File: config.mk
export PLATFORM = sky130hd
export DESIGN_NAME = trap_entry_ctrl
export DESIGN_NICKNAME = d
export VERILOG_FILES = /design/src/rtl/trap_pkg.sv /design/src/rtl/trap_code_norm.sv /design/src/rtl/trap_target_sel.sv /design/src/rtl/trap_vec_gen.sv /design/src/rtl/trap_entry_ctrl.sv
export SDC_FILE = /design/constraint.sdc
export NUM_CORES = 1
export LEC_CHECK = 0
export BUFFER_PORTS_ARGS = -buffer_cell sky130_fd_sc_hd__buf_4
export CAP_MARGIN = 20
export CORE_ASPECT_RATIO = 0.5
export CORE_MARGIN = 8
export CORE_UTILIZATION = 42
export CTS_CLUSTER_DIAMETER = 40
export CTS_CLUSTER_SIZE = 14
export DETAILED_ROUTE_END_ITERATION = 7
export GPL_ROUTABILITY_DRIVEN = 1
export MAX_ROUTING_LAYER = met4
export PLACE_DENSITY = 0.81
export SYNTH_ARGS = -nofsm -noshare
export SYNTH_HDL_FRONTEND = slang
export SYNTH_SLANG_ARGS = --single-unit
File: constraint.sdc
create_clock -name clk -period 0.8 [get_ports clk]
set_input_delay 0.04 -clock clk [delete_from_list [all_inputs] [get_ports clk]]
set_output_delay 0.04 -clock clk [all_outputs]
set_load 0.05 [all_outputs]
File: src/rtl/trap_pkg.sv
package trap_pkg;
   typedef enum logic [1:0] {
      PRV_USER  = 2'd0,
      PRV_SUPER = 2'd1,
      PRV_RSVD  = 2'd2,
      PRV_MACH  = 2'd3
   } prv_e;

   localparam int unsigned EXC_FETCH_MIS  = 0;
   localparam int unsigned EXC_FETCH_ACC  = 1;
   localparam int unsigned EXC_LOAD_MIS   = 4;
   localparam int unsigned EXC_LOAD_ACC   = 5;
   localparam int unsigned EXC_STORE_MIS  = 6;
   localparam int unsigned EXC_STORE_ACC  = 7;
   localparam int unsigned EXC_ENV_CALL   = 8;
   localparam int unsigned EXC_FETCH_PGF  = 12;
   localparam int unsigned EXC_LOAD_PGF   = 13;
   localparam int unsigned EXC_STORE_PGF  = 15;

   localparam logic [1:0] VEC_MODE_SPREAD = 2'b01;
endpackage

File: src/rtl/trap_code_norm.sv
module trap_code_norm #(
   parameter int unsigned XLEN    = 32,
   parameter int unsigned CAUSE_W = 6
) (
   input  logic               is_irq_i,
   input  logic [CAUSE_W-1:0] code_i,
   input  logic [1:0]         priv_i,
   input  logic [XLEN-1:0]    addr_i,
   output logic [CAUSE_W-1:0] cause_o,
   output logic [XLEN-1:0]    tval_o
);
   import trap_pkg::*;

   localparam logic [CAUSE_W-1:0] ENV_CODE = CAUSE_W'(EXC_ENV_CALL);

   logic carries_addr;

   // environment call rewritten by privilege
   always_comb begin
      cause_o = code_i;
      if (!is_irq_i && code_i == ENV_CODE)
         cause_o = ENV_CODE + CAUSE_W'(priv_i);
   end

   // causes that carry the faulting address
   always_comb begin
      carries_addr = 1'b0;
      if (!is_irq_i) begin
         unique case (int'(cause_o))
            EXC_FETCH_MIS, EXC_FETCH_ACC, EXC_LOAD_MIS, EXC_LOAD_ACC,
            EXC_STORE_MIS, EXC_STORE_ACC, EXC_FETCH_PGF, EXC_LOAD_PGF,
            EXC_STORE_PGF: carries_addr = 1'b1;
            default:       carries_addr = 1'b0;
         endcase
      end
   end

   assign tval_o = carries_addr ? addr_i : '0;
endmodule

File: src/rtl/trap_target_sel.sv
module trap_target_sel #(
   parameter int unsigned XLEN    = 32,
   parameter int unsigned CAUSE_W = 6
) (
   input  logic               is_irq_i,
   input  logic [CAUSE_W-1:0] cause_i,
   input  logic [1:0]         priv_i,
   input  logic [XLEN-1:0]    irq_deleg_i,
   input  logic [XLEN-1:0]    exc_deleg_i,
   output logic               to_s_o
);
   import trap_pkg::*;

   localparam int unsigned IDX_W = $clog2(XLEN);

   logic [XLEN-1:0]  mask;
   logic [IDX_W-1:0] idx;
   logic             in_range;
   logic             low_priv;

   // the mask follows the trap kind
   assign mask     = is_irq_i ? irq_deleg_i : exc_deleg_i;
   assign low_priv = (priv_i == PRV_USER) || (priv_i == PRV_SUPER);

   generate
      if (CAUSE_W > IDX_W) begin : g_wide_cause
         assign idx      = cause_i[IDX_W-1:0];
         assign in_range = (cause_i[CAUSE_W-1:IDX_W] == '0);
      end else if (CAUSE_W == IDX_W) begin : g_equal_cause
         assign idx      = cause_i;
         assign in_range = 1'b1;
      end else begin : g_narrow_cause
         assign idx      = {{(IDX_W-CAUSE_W){1'b0}}, cause_i};
         assign in_range = 1'b1;
      end
   endgenerate

   // supervisor only from low privilege, in range, bit set
   assign to_s_o = low_priv && in_range && mask[idx];
endmodule

File: src/rtl/trap_vec_gen.sv
module trap_vec_gen #(
   parameter int unsigned XLEN        = 32,
   parameter int unsigned CAUSE_W     = 6,
   parameter bit          VECTORED_EN = 1'b1
) (
   input  logic               is_irq_i,
   input  logic [CAUSE_W-1:0] cause_i,
   input  logic [XLEN-1:0]    tvec_i,
   output logic [XLEN-1:0]    pc_o
);
   import trap_pkg::*;

   logic [XLEN-1:0] base;
   logic [XLEN-1:0] offset;

   assign base = {tvec_i[XLEN-1:2], 2'b00};

   generate
      if (VECTORED_EN) begin : g_vectored
         always_comb begin
            offset = '0;
            if (is_irq_i && tvec_i[1:0] == VEC_MODE_SPREAD)
               offset[CAUSE_W+1:0] = {cause_i, 2'b00};
         end
      end else begin : g_direct
         logic unused_bits;
         assign unused_bits = ^{is_irq_i, cause_i, tvec_i[1:0]};
         assign offset = '0;
      end
   endgenerate

   assign pc_o = base + offset;
endmodule

File: src/rtl/trap_entry_ctrl.sv
module trap_entry_ctrl #(
   parameter int unsigned XLEN        = 32,
   parameter int unsigned CAUSE_W     = 6,
   parameter bit          VECTORED_EN = 1'b1
) (
   input  logic               clk,
   input  logic               rst_n,
   input  logic               trap_valid_i,
   input  logic               trap_irq_i,
   input  logic [CAUSE_W-1:0] trap_code_i,
   input  logic [XLEN-1:0]    trap_addr_i,
   input  logic [XLEN-1:0]    pc_i,
   input  logic [1:0]         priv_i,
   input  logic               st_sie_i,
   input  logic               st_spie_i,
   input  logic               st_spp_i,
   input  logic               st_mie_i,
   input  logic               st_mpie_i,
   input  logic [1:0]         st_mpp_i,
   input  logic [XLEN-1:0]    irq_deleg_i,
   input  logic [XLEN-1:0]    exc_deleg_i,
   input  logic [XLEN-1:0]    stvec_i,
   input  logic [XLEN-1:0]    mtvec_i,
   output logic               done_o,
   output logic               to_s_o,
   output logic [1:0]         priv_o,
   output logic               sie_o,
   output logic               spie_o,
   output logic               spp_o,
   output logic               mie_o,
   output logic               mpie_o,
   output logic [1:0]         mpp_o,
   output logic [XLEN-1:0]    cause_o,
   output logic [XLEN-1:0]    epc_o,
   output logic [XLEN-1:0]    tval_o,
   output logic [XLEN-1:0]    pc_o
);
   import trap_pkg::*;

   localparam int unsigned PAD_W = XLEN - 1 - CAUSE_W;

   generate
      if (!(XLEN == 32 || XLEN == 64)) begin : g_bad_xlen
         $error("trap_entry_ctrl: XLEN must be 32 or 64");
      end
      if (CAUSE_W < 4 || CAUSE_W + 2 > XLEN - 1) begin : g_bad_cause
         $error("trap_entry_ctrl: CAUSE_W out of range");
      end
   endgenerate

   logic [CAUSE_W-1:0] cause_fin;
   logic [XLEN-1:0]    tval_nx;
   logic               to_s_nx;
   logic [XLEN-1:0]    tvec_sel;
   logic [XLEN-1:0]    pc_nx;

   trap_code_norm #(.XLEN(XLEN), .CAUSE_W(CAUSE_W)) u_norm (
      .is_irq_i (trap_irq_i),
      .code_i   (trap_code_i),
      .priv_i   (priv_i),
      .addr_i   (trap_addr_i),
      .cause_o  (cause_fin),
      .tval_o   (tval_nx)
   );

   trap_target_sel #(.XLEN(XLEN), .CAUSE_W(CAUSE_W)) u_sel (
      .is_irq_i    (trap_irq_i),
      .cause_i     (cause_fin),
      .priv_i      (priv_i),
      .irq_deleg_i (irq_deleg_i),
      .exc_deleg_i (exc_deleg_i),
      .to_s_o      (to_s_nx)
   );

   assign tvec_sel = to_s_nx ? stvec_i : mtvec_i;

   trap_vec_gen #(.XLEN(XLEN), .CAUSE_W(CAUSE_W), .VECTORED_EN(VECTORED_EN)) u_vec (
      .is_irq_i (trap_irq_i),
      .cause_i  (cause_fin),
      .tvec_i   (tvec_sel),
      .pc_o     (pc_nx)
   );

   // status update for the handling level
   logic       sie_nx, spie_nx, spp_nx, mie_nx, mpie_nx;
   logic [1:0] mpp_nx;

   always_comb begin
      sie_nx  = st_sie_i;
      spie_nx = st_spie_i;
      spp_nx  = st_spp_i;
      mie_nx  = st_mie_i;
      mpie_nx = st_mpie_i;
      mpp_nx  = st_mpp_i;
      if (to_s_nx) begin
         spie_nx = st_sie_i;
         spp_nx  = priv_i[0];
         sie_nx  = 1'b0;
      end else begin
         mpie_nx = st_mie_i;
         mpp_nx  = priv_i;
         mie_nx  = 1'b0;
      end
   end

   always_ff @(posedge clk or negedge rst_n) begin
      if (!rst_n) begin
         done_o  <= 1'b0;
         to_s_o  <= 1'b0;
         priv_o  <= PRV_MACH;
         sie_o   <= 1'b0;
         spie_o  <= 1'b0;
         spp_o   <= 1'b0;
         mie_o   <= 1'b0;
         mpie_o  <= 1'b0;
         mpp_o   <= 2'b00;
         cause_o <= '0;
         epc_o   <= '0;
         tval_o  <= '0;
         pc_o    <= '0;
      end else begin
         done_o <= trap_valid_i;
         if (trap_valid_i) begin
            to_s_o  <= to_s_nx;
            priv_o  <= to_s_nx ? PRV_SUPER : PRV_MACH;
            sie_o   <= sie_nx;
            spie_o  <= spie_nx;
            spp_o   <= spp_nx;
            mie_o   <= mie_nx;
            mpie_o  <= mpie_nx;
            mpp_o   <= mpp_nx;
            cause_o <= {trap_irq_i, {PAD_W{1'b0}}, cause_fin};
            epc_o   <= pc_i;
            tval_o  <= tval_nx;
            pc_o    <= pc_nx;
         end
      end
   end
endmodule

==> results of run 1 <==
-- worst min path at each step --
stage	start	slack [ps]	end	depth (start not counted)
floorplan	rst_n	-260	cause_o[0]	0
global placement	rst_n	-80	pc_o[21]	1
detailed placement	rst_n	-80	pc_o[19]	1
CTS	trap_code_i[5]	20	cause_o[5]	3
global route	trap_code_i[5]	40	cause_o[5]	3
finish	trap_code_i[5]	30	cause_o[5]	3
-- timing repair --
item,4_1_cts,5_1_grt
pin swaps,26,39
setup endpoints to repair,183,209
hold endpoints to repair,181,0
setup buffers,20,15
gates resized for setup,138,58
hold buffers,72,0
gates cloned,3,0
-- per-stage QoR --
step                      worst slack, ps  utilization  hold WS (ps)
after floorplan                     -3310            -          -256
after global placement              -3540        0.675         -78.0
after detailed placement            -3670        0.675         -77.1
after CTS                           -2930        0.797          19.3
after global routing                -3600        0.820          44.4
final                               -3500        0.820          34.7
-- cell usage after synthesis, types with 6 or more instances --
cell type	number	area share
clkbuf_1	29	0.016
a22o_1	32	0.042
nand2_1	60	0.034
buf_4	29	0.033
and3_1	11	0.010
and4_1	6	0.0079
nand3_1	25	0.019
nand4_1	15	0.014
xnor2_1	17	0.022
inv_1	22	0.012
nor2_1	21	0.012
a21oi_1	17	0.013
xor2_1	29	0.038
ha_1	6	0.011
mux2_2	68	0.12
mux2i_1	36	0.054
o21ai_0	11	0.0083
nor3_1	8	0.0060
dfrtp_1	110	0.42
-- final cells by class --
class | instances | share of cell area
timing repair buffer | 572 | 0.404
multi-input combinational | 466 | 0.319
sequential | 111 | 0.224
tap | 204 | 0.0202
clock buffer | 9 | 0.0178
clock inverter | 7 | 0.00802
inverter | 22 | 0.00673
antenna | 1 | 0.000198
-- where the power goes --
part,switching (mW),internal [mW],leakage (nW)
logic,4.34,3.44,4.50
registers,0.407,6.16,1.33
clock network,2.62,2.34,0.157
total,7.37,11.9,5.98
-- cell families (layout without fill, tap and decap cells) --
kind of cell,Yosys count,count (layout),share of synthesized area
adders and majority gates,7,7,0.0143
DFF,111,111,0.419
AOI/OAI and AO/OA,107,107,0.124
and+or+nand+nor,174,174,0.135
muxes,104,104,0.170
other,2,29,0.00113
xor gates and xnor gates,46,46,0.0608
buffers and inverters,89,610,0.0757
-- worst min-delay path: cells and delay by family --
| family | cells | cell delay, ps |
|---|---|---|
| mux | 1 | 130 |
| buf+inv | 2 | 190 |
-- registers in the layout, indices dropped and copies added, names as in the netlist, 2 cells and up --
signal   flops
cause_o      7
epc_o       32
mpp_o        2
pc_o        30
tval_o      32
-- metal layers --
layer  GRT usage  share of wire  vias to the layer above
met5           -              0                        -
met4       0.134          0.055                        0
met3      0.0535          0.057                      146
met2       0.525           0.51                      412
met1       0.322           0.37                     3674
li1            -              -                     3333
==> metrics.md, run 1 <==
| Metric | Value |
|---|---|
| Status | complete, but fails checks |
| Failing checks | negative setup slack |
| Remaining antenna violation count | 0 |
| FILL cells | 832 |
| Clock Skew | 0 ps |
| Critical path's largest stage delay | 380 ps |
| RR Endpoint | epc_o[4] |
| Die Span Y | 105 um |
| Most frequent cells in the layout | buf_4 (391), buf_6 (82), dfrtp_1 (72), dlygate4sd3_1 (72), mux2_2 (55) |
| Dpl cells | 1266 |
| Slowest stage cell on the critical path | fa_2 |
| Die W | 194 um |
| Area Overhead vs Synth | 90.6% |
| Fmax | 232 MHz |
| FF-to-FF Start | epc_o[4] |
| Vias in the first global route | 8462 |
| Worst min path class | input port to register |
| Max-slew headroom | 0.621 |
| Boundary Pins | 350 |
| Final setup fails | 193 |
| CTS tree | built |
| Reg area | 2830 um^2 |
| Power Total | 19.3 mW |
| WP depth | 25 |
| Placed cell areas | 10400 um^2 |
| Pre-antenna DRT Iters | 8 |
| Worst-case clock buffer depth | 2 |
| Synth Area per Inst | 10.4 um^2 |
| Core Box Area | 15400 um^2 |
| Global-route wire length before repair | 46.7 mm |
| Crit path kind | input port to register |
| R2R Setup Slk | -90 ps |
| Final WS setup | -3500 ps |
| Layout Nets | 1400 |
| Async set-or-reset flop fraction in the synthesized netlist | 1.00 |
| Largest net degree at the start of global routing | 45 |
| H-tree levels | 3 |
| Slew Limit Fails | 0 |
| CP Capture Type | register |
| Initial core utilization | 0.430 |
| Layout cells sized above 1 | 0.596 |
| I/O Buffers | 321 |
| Setup TNS | -142160 ps |
| Drc violations | 0 |
| Initial DRC count | 664 |
| Final Hold Vio Count | 0 |
| Vias per std cell | 5.43 |
| CP Launch Type | input port |
| Syn. warnings | 0 |
| Root Driver | clkbuf_16 |
| Synth cell types | 66 |
| PD cells | 1530 nW/um^2 |
| Dpl hpwl | 20.4 mm |
| Crit path capture | pc_o[16] |
| CP arrival | 4560 ps |
| Netlist Area Pre-Place | 6630 um^2 |
| Die area | 20300 um^2 |
| Crit path max-delay family | simple AND/OR/NAND/NOR gates |
| Gate Count Post-Synth | 640 |
| Most used DFF post-synth | dfrtp_1 |
| Register area share after synthesis | 0.419 |
| Final critical-path share of the clock period | 5.38 |
| Clock latency on the worst-skew pair | 360 ps |
| CTS sink cnt | 111 |
| Worst reg-to-reg path cell count | 1 |
| Register bit total from synthesis | 111 |
| Antenna violations before repair | 1 |
| Max-Cap Viols | 0 |
| Number of cell rows | 32 |
| Clk pin slew, worst setup/hold paths | 90 ps |
| WP buf/inv | 5 |
| Post-route minimum period | 4300 ps |
| Vias | 7565 |
| Global Route Usage Sum | 0.295 |
| Commonest non-fill, non-tap cell in the layout | buf_4 |
| Remaining global-route overflow | 0 |
| Worst EP required | 1050 ps |
| Worst Setup SP | trap_irq_i |
| Final wirelength | 31.4 mm |
| RSZ-0062 raised after global routing | yes |
| Non-Filler Instances | 1392 |
| CTS buffer count | 9 |
| RD Place Congestion | 0.912 |
| Number of synthesized flops with an enable pin | 0 |
| Peak supply drop | 1.30 mV |
| CP Max Fanout | 7 |
| P_leak | 5.98 nW |
| Worst-Margin Slew | 561 ps |
| Finished layout cell area | 12600 um^2 |
| Multi-input combinational cell area | 4040 um^2 |
| WL/cell | 22.5 um |
(Power assumes the default switching activity.)
==> run 2, diff against run 1 <==
--- a/config.mk
+++ b/config.mk
@@ -9,13 +9,13 @@
 export CAP_MARGIN = 20
 export CORE_ASPECT_RATIO = 0.5
 export CORE_MARGIN = 8
-export CORE_UTILIZATION = 42
+export CORE_UTILIZATION = 43
 export CTS_CLUSTER_DIAMETER = 40
 export CTS_CLUSTER_SIZE = 14
 export DETAILED_ROUTE_END_ITERATION = 7
-export GPL_ROUTABILITY_DRIVEN = 1
 export MAX_ROUTING_LAYER = met4
 export PLACE_DENSITY = 0.81
 export SYNTH_ARGS = -nofsm -noshare
 export SYNTH_HDL_FRONTEND = slang
+export SYNTH_HIERARCHICAL = 1
 export SYNTH_SLANG_ARGS = --single-unit
==> run 2 against run 1 <==
Against the previous run:
- register-to-register slack worse by 100 ps
- combinational power is 20% higher
- the flow still finishes with violations (negative setup slack)
- final cell count is 3.4% lower
- utilization is 2.3 points lower
==> metrics.md, run 2 <==
| Metric | Value |
|---|---|
| Final wirelength | 36.4 mm (was 31.4 mm) |
| CTS buffer count | 17 (was 9) |
| I/O Buffers | 323 (was 321) |
| Largest net degree at the start of global routing | 33 (was 45) |
| WL/cell | 27.1 um (was 22.5 um) |
| Vias | 7589 (was 7565) |
| Final setup fails | 211 (was 193) |
| Pre-antenna DRT Iters | 5 (was 8) |
| Multi-input combinational cell area | 4400 um^2 (was 4040 um^2) |
| Area contributors post-synth | dfrtp_1 (38%), mux2_4 (19%), mux2_2 (6.1%) (was dfrtp_1 (42%), mux2_2 (12%), mux2i_1 (5.4%)) |
| Layout Nets | 1314 (was 1400) |
| Vias in the first global route | 7801 (was 8462) |
| Register bit total from synthesis | 113 (was 111) |
| Cell taking the most area after synthesis | dfrtp_1 (unchanged) |
| Number of synthesized flops with an enable pin | 0 (unchanged) |
| FILL cells | 819 (was 832) |
| Drc violations | 0 (unchanged) |
| Non-Filler Instances | 1345 (was 1392) |
| Die Span Y | 109 um (was 105 um) |
| Global-route wire length before repair | 46.6 mm (was 46.7 mm) |
| Area Overhead vs Synth | 83.9% (was 90.6%) |
| Remaining global-route overflow | 0 (unchanged) |
| Clock latency on the worst-skew pair | 420 ps (was 360 ps) |
| Worst min path class | input port to register (unchanged) |
| Number of cell rows | 34 (was 32) |
| Synth cell types | 59 (was 66) |
| Failing checks | negative setup slack (unchanged) |
| Crit path kind | input port to register (unchanged) |
| Register area share after synthesis | 0.381 (was 0.419) |
| P_leak | 6.46 nW (was 5.98 nW) |
| Post-synthesis simple-gate area fraction | 0.107 (was 0.135) |
| Share of the synthesized area in the top cell type | 0.377 (was 0.415) |
| Syn. warnings | 6 (was 0) |
| CP Max Fanout | 7 (unchanged) |
| Antenna violations before repair | 2 (was 1) |
| Synth Area per Inst | 13.1 um^2 (was 10.4 um^2) |
| Global Route Usage Sum | 0.280 (was 0.295) |
| Dpl cells | 1173 (was 1266) |
| Synth Area in Adders | 0.0128 (was 0.0143) |
| Clk pin slew, worst setup/hold paths | 60 ps (was 90 ps) |
| CP arrival | 4720 ps (was 4560 ps) |
| Synth cell count leaders | dfrtp_1 (112), mux2_4 (95), nand3_1 (43) (was dfrtp_1 (110), mux2_2 (68), nand2_1 (60)) |
| CTS tree | built (unchanged) |
| H-tree levels | 4 (was 3) |
| Final WS setup | -3620 ps (was -3500 ps) |
| Most used DFF post-synth | dfrtp_1 (unchanged) |
| Post-route minimum period | 4420 ps (was 4300 ps) |
| Status | complete, but fails checks (unchanged) |
| Remaining antenna violation count | 0 (unchanged) |
| Dpl hpwl | 19.5 mm (was 20.4 mm) |
| Most frequent cell after synthesis | dfrtp_1 (unchanged) |
| Worst-case clock buffer depth | 2 (unchanged) |
| CP Launch Type | input port (unchanged) |
| RSZ-0062 raised after global routing | yes (unchanged) |
| Initial core utilization | 0.433 (was 0.430) |
| Synth Area in Compound Gates | 0.0440 (was 0.124) |
| Vias per std cell | 5.64 (was 5.43) |
| Final critical-path share of the clock period | 5.53 (was 5.38) |
| Fmax | 226 MHz (was 232 MHz) |
| Slew Limit Fails | 0 (unchanged) |
| Final Hold Vio Count | 0 (unchanged) |
| Die area | 22000 um^2 (was 20300 um^2) |
| Peak supply drop | 1.33 mV (was 1.30 mV) |
| XOR/XNOR Fraction of Synth Area | 0.0330 (was 0.0608) |
| Post-synthesis mux area share | 0.324 (was 0.170) |
| Commonest non-fill, non-tap cell in the layout | buf_4 (unchanged) |
| Boundary Pins | 350 (unchanged) |
| Gate Count Post-Synth | 567 (was 640) |
| RD Place Congestion | 0.926 (was 0.912) |
| Most frequent cells in the layout | buf_4 (312), buf_6 (148), mux2_4 (106) (was buf_4 (391), buf_6 (82), dfrtp_1 (72), dlygate4sd3_1 (72), mux2_2 (55)) |
| Die W | 202 um (was 194 um) |
| CTS sink cnt | 113 (was 111) |
| Worst EP required | 1100 ps (was 1050 ps) |
| Clock Skew | 0 ps (unchanged) |
| Max-Cap Viols | 0 (unchanged) |
| Initial DRC count | 636 (was 664) |
| CP Capture Type | register (unchanged) |
| PD cells | 1780 nW/um^2 (was 1530 nW/um^2) |
| Root Driver | clkbuf_16 (unchanged) |
| Layout cells sized above 1 | 0.779 (was 0.596) |
| Async set-or-reset flop fraction in the synthesized netlist | 1.00 (unchanged) |
| Core Box Area | 17100 um^2 (was 15400 um^2) |
| Final hold slack | 16.4 ps (was 34.7 ps) |
| Reg area | 2920 um^2 (was 2830 um^2) |
| Netlist Area Pre-Place | 7430 um^2 (was 6630 um^2) |
| Combinational family with the most area after synthesis | multiplexers (unchanged) |
| Largest registers | epc_o (32), pc_o (32), tval_o (32) (was epc_o (32), tval_o (32), pc_o (30)) |
## run 2: cell count changes after synthesis, sizes merged, moves of 10 or more
cell,previous run,this run
nor2,21,42
mux2i,36,13
a22o,32,0
mux2,68,137
inv,22,10
nand4,15,5
buf,38,65
nand3,25,43
nand2,60,12
clkbuf,29,5
xor2,29,15
mux4,0,16
## run 2: final cells by class
| cell class | instances | area share |
|---|---|---|
| Multi-Input combinational cell | 398 | 0.322 |
| Antenna cell | 2 | 0.000366 |
| Tap cell | 234 | 0.0214 |
| Clock inverter | 14 | 0.0134 |
| Timing Repair Buffer | 556 | 0.394 |
| Sequential cell | 113 | 0.214 |
| Inverter | 10 | 0.00275 |
| Clock buffer | 18 | 0.0314 |
## run 2: power breakdown
group          internal [mW]  switching (mW)  leakage (nW)
registers               6.30           0.543          1.30
logic                   4.54            4.81          4.88
clock network           4.95            3.22         0.287
total                   15.8            8.57          6.46
## run 2: metrics by stage
step                       util  setup WS (ps)  TNS [ps]  area [um^2]  power, mW
final                     0.797          -3620   -151110        13700       24.4
after global routing      0.797          -3550   -151920        13700       24.9
after CTS                 0.763          -3080   -129060        13100       23.3
after detailed placement  0.620          -3750   -141370        10600       13.8
after global placement    0.620          -3570   -137000        10600       13.7
after floorplan               -          -3580   -119720         7750       11.2
## run 2: worst max-delay path: stages
cell and delay, ps:
buf_6 90, nand2b_4 150, nor3b_2 230, a21o_4 240
buf_4 130, buf_4 100, mux4_2 220, nor3_2 60
nor4_1 280, o21ai_1 170, buf_4 180, o22ai_4 210
mux2_4 350, nor2_4 120, and2_4 170, ha_4 150
inv_2 50, fa_2 390, and2b_2 270, o211ai_4 140
buf_4 180, a2111oi_4 380, xor2_1 120, mux2_4 280
## run 2: cells by family after synthesis
group	Yosys count
multiplexers	166
AND/OR/NAND/NOR	133
flip-flops	113
buffers and inverters	81
AO/OA/AOI/OAI	36
XOR/XNOR	28
adder cells (fa/ha/maj)	7
other	3
## run 2: what timing repair did
action                     4_1_cts  5_1_grt
hold endpoints to repair       153        0
setup endpoints to repair      187      222
gates cloned                     3        1
hold buffers                    41        0
gates resized for setup        228       71
buffers inserted                60       37
pin swaps                       23       21
## run 2: worst paths after layout
path	slack, ps	end	from	cells after the start
worst max-delay path	-3620	pc_o[28]	trap_code_i[2]	24
worst min-delay path	20	pc_o[11]	trap_valid_i	2
worst max register to register	-190	pc_o[8]	pc_o[8]	2
worst min register to register	530	tval_o[14]	tval_o[14]	1
max in group asynchronous	210	priv_o[1]	rst_n	3
min in group asynchronous	100	tval_o[17]	rst_n	2
## run 2: metal layers
layer  wire (um)  global-route usage  vias up
li1            -                   -     3027
met1       12700               0.294     3713
met2       18100               0.499      582
met3        2590              0.0498      267
met4        3050               0.168        0
met5           0                   -        -
==> run 3, diff against run 2 <==
--- a/config.mk
+++ b/config.mk
@@ -7,9 +7,11 @@
 export LEC_CHECK = 0
 export BUFFER_PORTS_ARGS = -buffer_cell sky130_fd_sc_hd__buf_4
 export CAP_MARGIN = 20
+export CELL_PAD_IN_SITES_DETAIL_PLACEMENT = 0
+export CELL_PAD_IN_SITES_GLOBAL_PLACEMENT = 1
 export CORE_ASPECT_RATIO = 0.5
 export CORE_MARGIN = 8
-export CORE_UTILIZATION = 43
+export CORE_UTILIZATION = 33
 export CTS_CLUSTER_DIAMETER = 40
 export CTS_CLUSTER_SIZE = 14
 export DETAILED_ROUTE_END_ITERATION = 7
==> run 3 against run 2 <==
Against the previous run:
- the run still ends with negative setup slack left
- final cell count grew 3.6%
- worst hold slack is essentially flat
- non-clock buffer count shrank 19
- clock power shrank 2.4%
- fmax grew 15%
- flip-flop and latch count is the same
- first-iteration DRC count shrank 49%
- setup slack gained 570 ps
- critical endpoint is now pc_o[27]
- largest cell class unchanged
- highest routed layer unchanged
==> metrics.md, run 3 (synthesized netlist as in run 2, its figures left out) <==
| Metric | Value |
|---|---|
| Status | complete, but fails checks (unchanged) |
| Failing checks | negative setup slack (unchanged) |
| Worst slack, placed | -3780 ps (was -3750 ps) |
| Die Span Y | 122 um (was 109 um) |
| Drc violations | 0 (unchanged) |
| Post-route minimum period | 3850 ps (was 4420 ps) |
| Dpl cells | 1239 (was 1173) |
| Core Box Area | 21900 um^2 (was 17100 um^2) |
| Non-Filler Instances | 1394 (was 1345) |
| Crit path kind | input port to register (unchanged) |
| Finished layout cell area | 13500 um^2 (was 13700 um^2) |
| Slowest stage cell on the critical path | mux4_2 (was fa_2) |
| Boundary Pins | 350 (unchanged) |
| Most frequent cells in the layout | buf_4 (313), buf_6 (130), mux2_4 (101) (was buf_4 (312), buf_6 (148), mux2_4 (106)) |
| Largest registers | epc_o (32), pc_o (32), tval_o (32) (unchanged) |
| Final wirelength | 30.1 mm (was 36.4 mm) |
| Area Overhead vs Synth | 82.3% (was 83.9%) |
| CP Capture Type | register (unchanged) |
| Final setup fails | 211 (unchanged) |
| Layout cells sized above 1 | 0.774 (was 0.779) |
| Power Total | 23.7 mW (was 24.4 mW) |
| Vias | 6552 (was 7589) |
| Crit path top cell by count | mux2_4 (was buf_4) |
| Clk pin slew, worst setup/hold paths | 60 ps (about the same) |
| P_leak | 6.29 nW (was 6.46 nW) |
| Peak supply drop | 1.60 mV (was 1.33 mV) |
| Worst-Margin Slew | 496 ps |
| Remaining antenna violation count | 0 (unchanged) |
| I/O Buffers | 323 (unchanged) |
| CTS sink cnt | 113 (unchanged) |
| CTS buffer count | 17 (unchanged) |
| Max-Cap Viols | 0 (unchanged) |
| Antenna violations before repair | 2 (unchanged) |
| Critical Path, Cell by Cell | buf_8 > nand2b_4 > nor3b_4 > a21o_4 > mux4_2 > mux2_4 > a211oi_4 > o22ai_4 > mux2_4 > nand2_4 > nor2_4 > buf_4 > and2_1 > ha_4 > a211oi_4 > o21ai_1 > buf_4 > buf_12 > nor4b_2 > xor2_1 > mux2_4 (was buf_6 > nand2b_4 > nor3b_2 > a21o_4 > buf_4 > buf_4 > mux4_2 > nor3_2 > nor4_1 > o21ai_1 > buf_4 > o22ai_4 > mux2_4 > nor2_4 > and2_4 > ha_4 > inv_2 > fa_2 > and2b_2 > o211ai_4 > buf_4 > a2111oi_4 > xor2_1 > mux2_4) |
| Die W | 228 um (was 202 um) |
| Placed cell areas | 10700 um^2 (was 10600 um^2) |
| CP arrival | 4150 ps (was 4720 ps) |
| RSZ-0062 raised after global routing | yes (unchanged) |
| H-tree levels | 4 (unchanged) |
| Worst-case clock buffer depth | 2 (unchanged) |
| Layout Nets | 1297 (was 1314) |
| Pre-antenna DRT Iters | 4 (was 5) |
| Global-route wire length before repair | 43.2 mm (was 46.6 mm) |
| Number of cell rows | 38 (was 34) |
| CP Max Fanout | 5 (was 7) |
| Clock latency on the worst-skew pair | 410 ps (was 420 ps) |
| Commonest non-fill, non-tap cell in the layout | buf_4 (unchanged) |
| Initial core utilization | 0.340 (was 0.433) |
| Final WS setup | -3050 ps (was -3620 ps) |
| CP Launch Type | input port (unchanged) |
| Root Driver | clkbuf_16 (unchanged) |
| Slew Limit Fails | 0 (unchanged) |
| PD cells | 1750 nW/um^2 (was 1780 nW/um^2) |
| Max-slew headroom | 0.668 |
| Remaining global-route overflow | 0 (unchanged) |
| Fmax | 260 MHz (was 226 MHz) |
| Multi-input combinational cell area | 4440 um^2 (was 4400 um^2) |
| CTS tree | built (unchanged) |
| Final critical-path share of the clock period | 4.82 (was 5.53) |
| Final Hold Vio Count | 0 (unchanged) |
| WL/cell | 21.6 um (was 27.1 um) |
| RD Place Congestion | 0.915 (was 0.926) |
| Critical path's largest stage delay | 500 ps (was 390 ps) |
| Dpl hpwl | 20.7 mm (was 19.5 mm) |
| Worst EP required | 1100 ps (about the same) |
| Worst min path class | input port to register (unchanged) |
| FILL cells | 1643 (was 819) |
| Reg area | 2920 um^2 (unchanged) |
| Die area | 27900 um^2 (was 22000 um^2) |
| Initial DRC count | 327 (was 636) |
| Largest net degree at the start of global routing | 33 (unchanged) |
| Vias per std cell | 4.70 (was 5.64) |
| Global Route Usage Sum | 0.206 (was 0.280) |
| Clock Skew | 0 ps (unchanged) |
| Vias in the first global route | 7232 (was 7801) |
[run 3: power breakdown]
part | total, mW | switching (mW) | leakage, nW | internal (mW)
Clock | 7.97 | 2.77 | 0.306 | 5.20
Combinational | 8.99 | 4.52 | 4.69 | 4.47
Sequential | 6.77 | 0.461 | 1.30 | 6.31
[run 3: repair_timing]
action                                  CTS  global route
endpoints found under the setup margin  186           215
hold buffers                             42             1
hold endpoints to repair                152             2
gates resized for setup                 208            71
pin swaps                                18            27
cloned                                    4             2
setup buffers                            48            28
[run 3: final timing paths]
| kind | to | cells after the start | slack, ps | start |
|---|---|---|---|---|
| worst min-delay path | cause_o[4] | 3 | 20 | trap_code_i[4] |
| worst max-delay path | pc_o[27] | 21 | -3050 | trap_code_i[2] |
| worst min register to register | epc_o[17] | 1 | 530 | epc_o[17] |
| max in group asynchronous | priv_o[1] | 3 | 210 | rst_n |
| worst max register to register | epc_o[21] | 2 | -140 | epc_o[21] |
| min in group asynchronous | spp_o | 2 | 70 | rst_n |
[run 3: stage by stage]
| step | setup TNS [ps] | utilization | hold slack (ps) |
|---|---|---|---|
| final | -131070 | 0.619 | 16.8 |
| after global routing | -139380 | 0.619 | 12.5 |
| after CTS | -131760 | 0.594 | 1.68 |
| after detailed placement | -141580 | 0.489 | -63.0 |
| after global placement | -139070 | 0.489 | -67.6 |
| after floorplan | -119720 | - | -256 |
[run 3: per-layer routing]
metal | share of wire | track usage | vias up
li1 | - | - | 2999
met1 | 0.38 | 0.219 | 3346
met2 | 0.57 | 0.387 | 148
met3 | 0.020 | 0.0216 | 59
met4 | 0.033 | 0.0953 | 0
met5 | 0 | - | -
[run 3: area by class of cell]
class | count | area share
Clock buffer | 22 | 0.0358
Sequential cell | 113 | 0.216
Multi-Input combinational cell | 400 | 0.328
Clock inverter | 10 | 0.00970
Antenna cell | 2 | 0.000370
Timing Repair Buffer | 537 | 0.380
Tap cell | 300 | 0.0277
Inverter | 10 | 0.00277
[run 3: worst max-delay path, delay by kind of cell]
family / cells / cell delay, ps
and+or+nand+nor: 6 / 830
buffers and inverters: 4 / 560
AOI/OAI and AO/OA: 5 / 900
muxes: 4 / 1380
adders and majority gates: 1 / 280
xor gates and xnor gates: 1 / 150
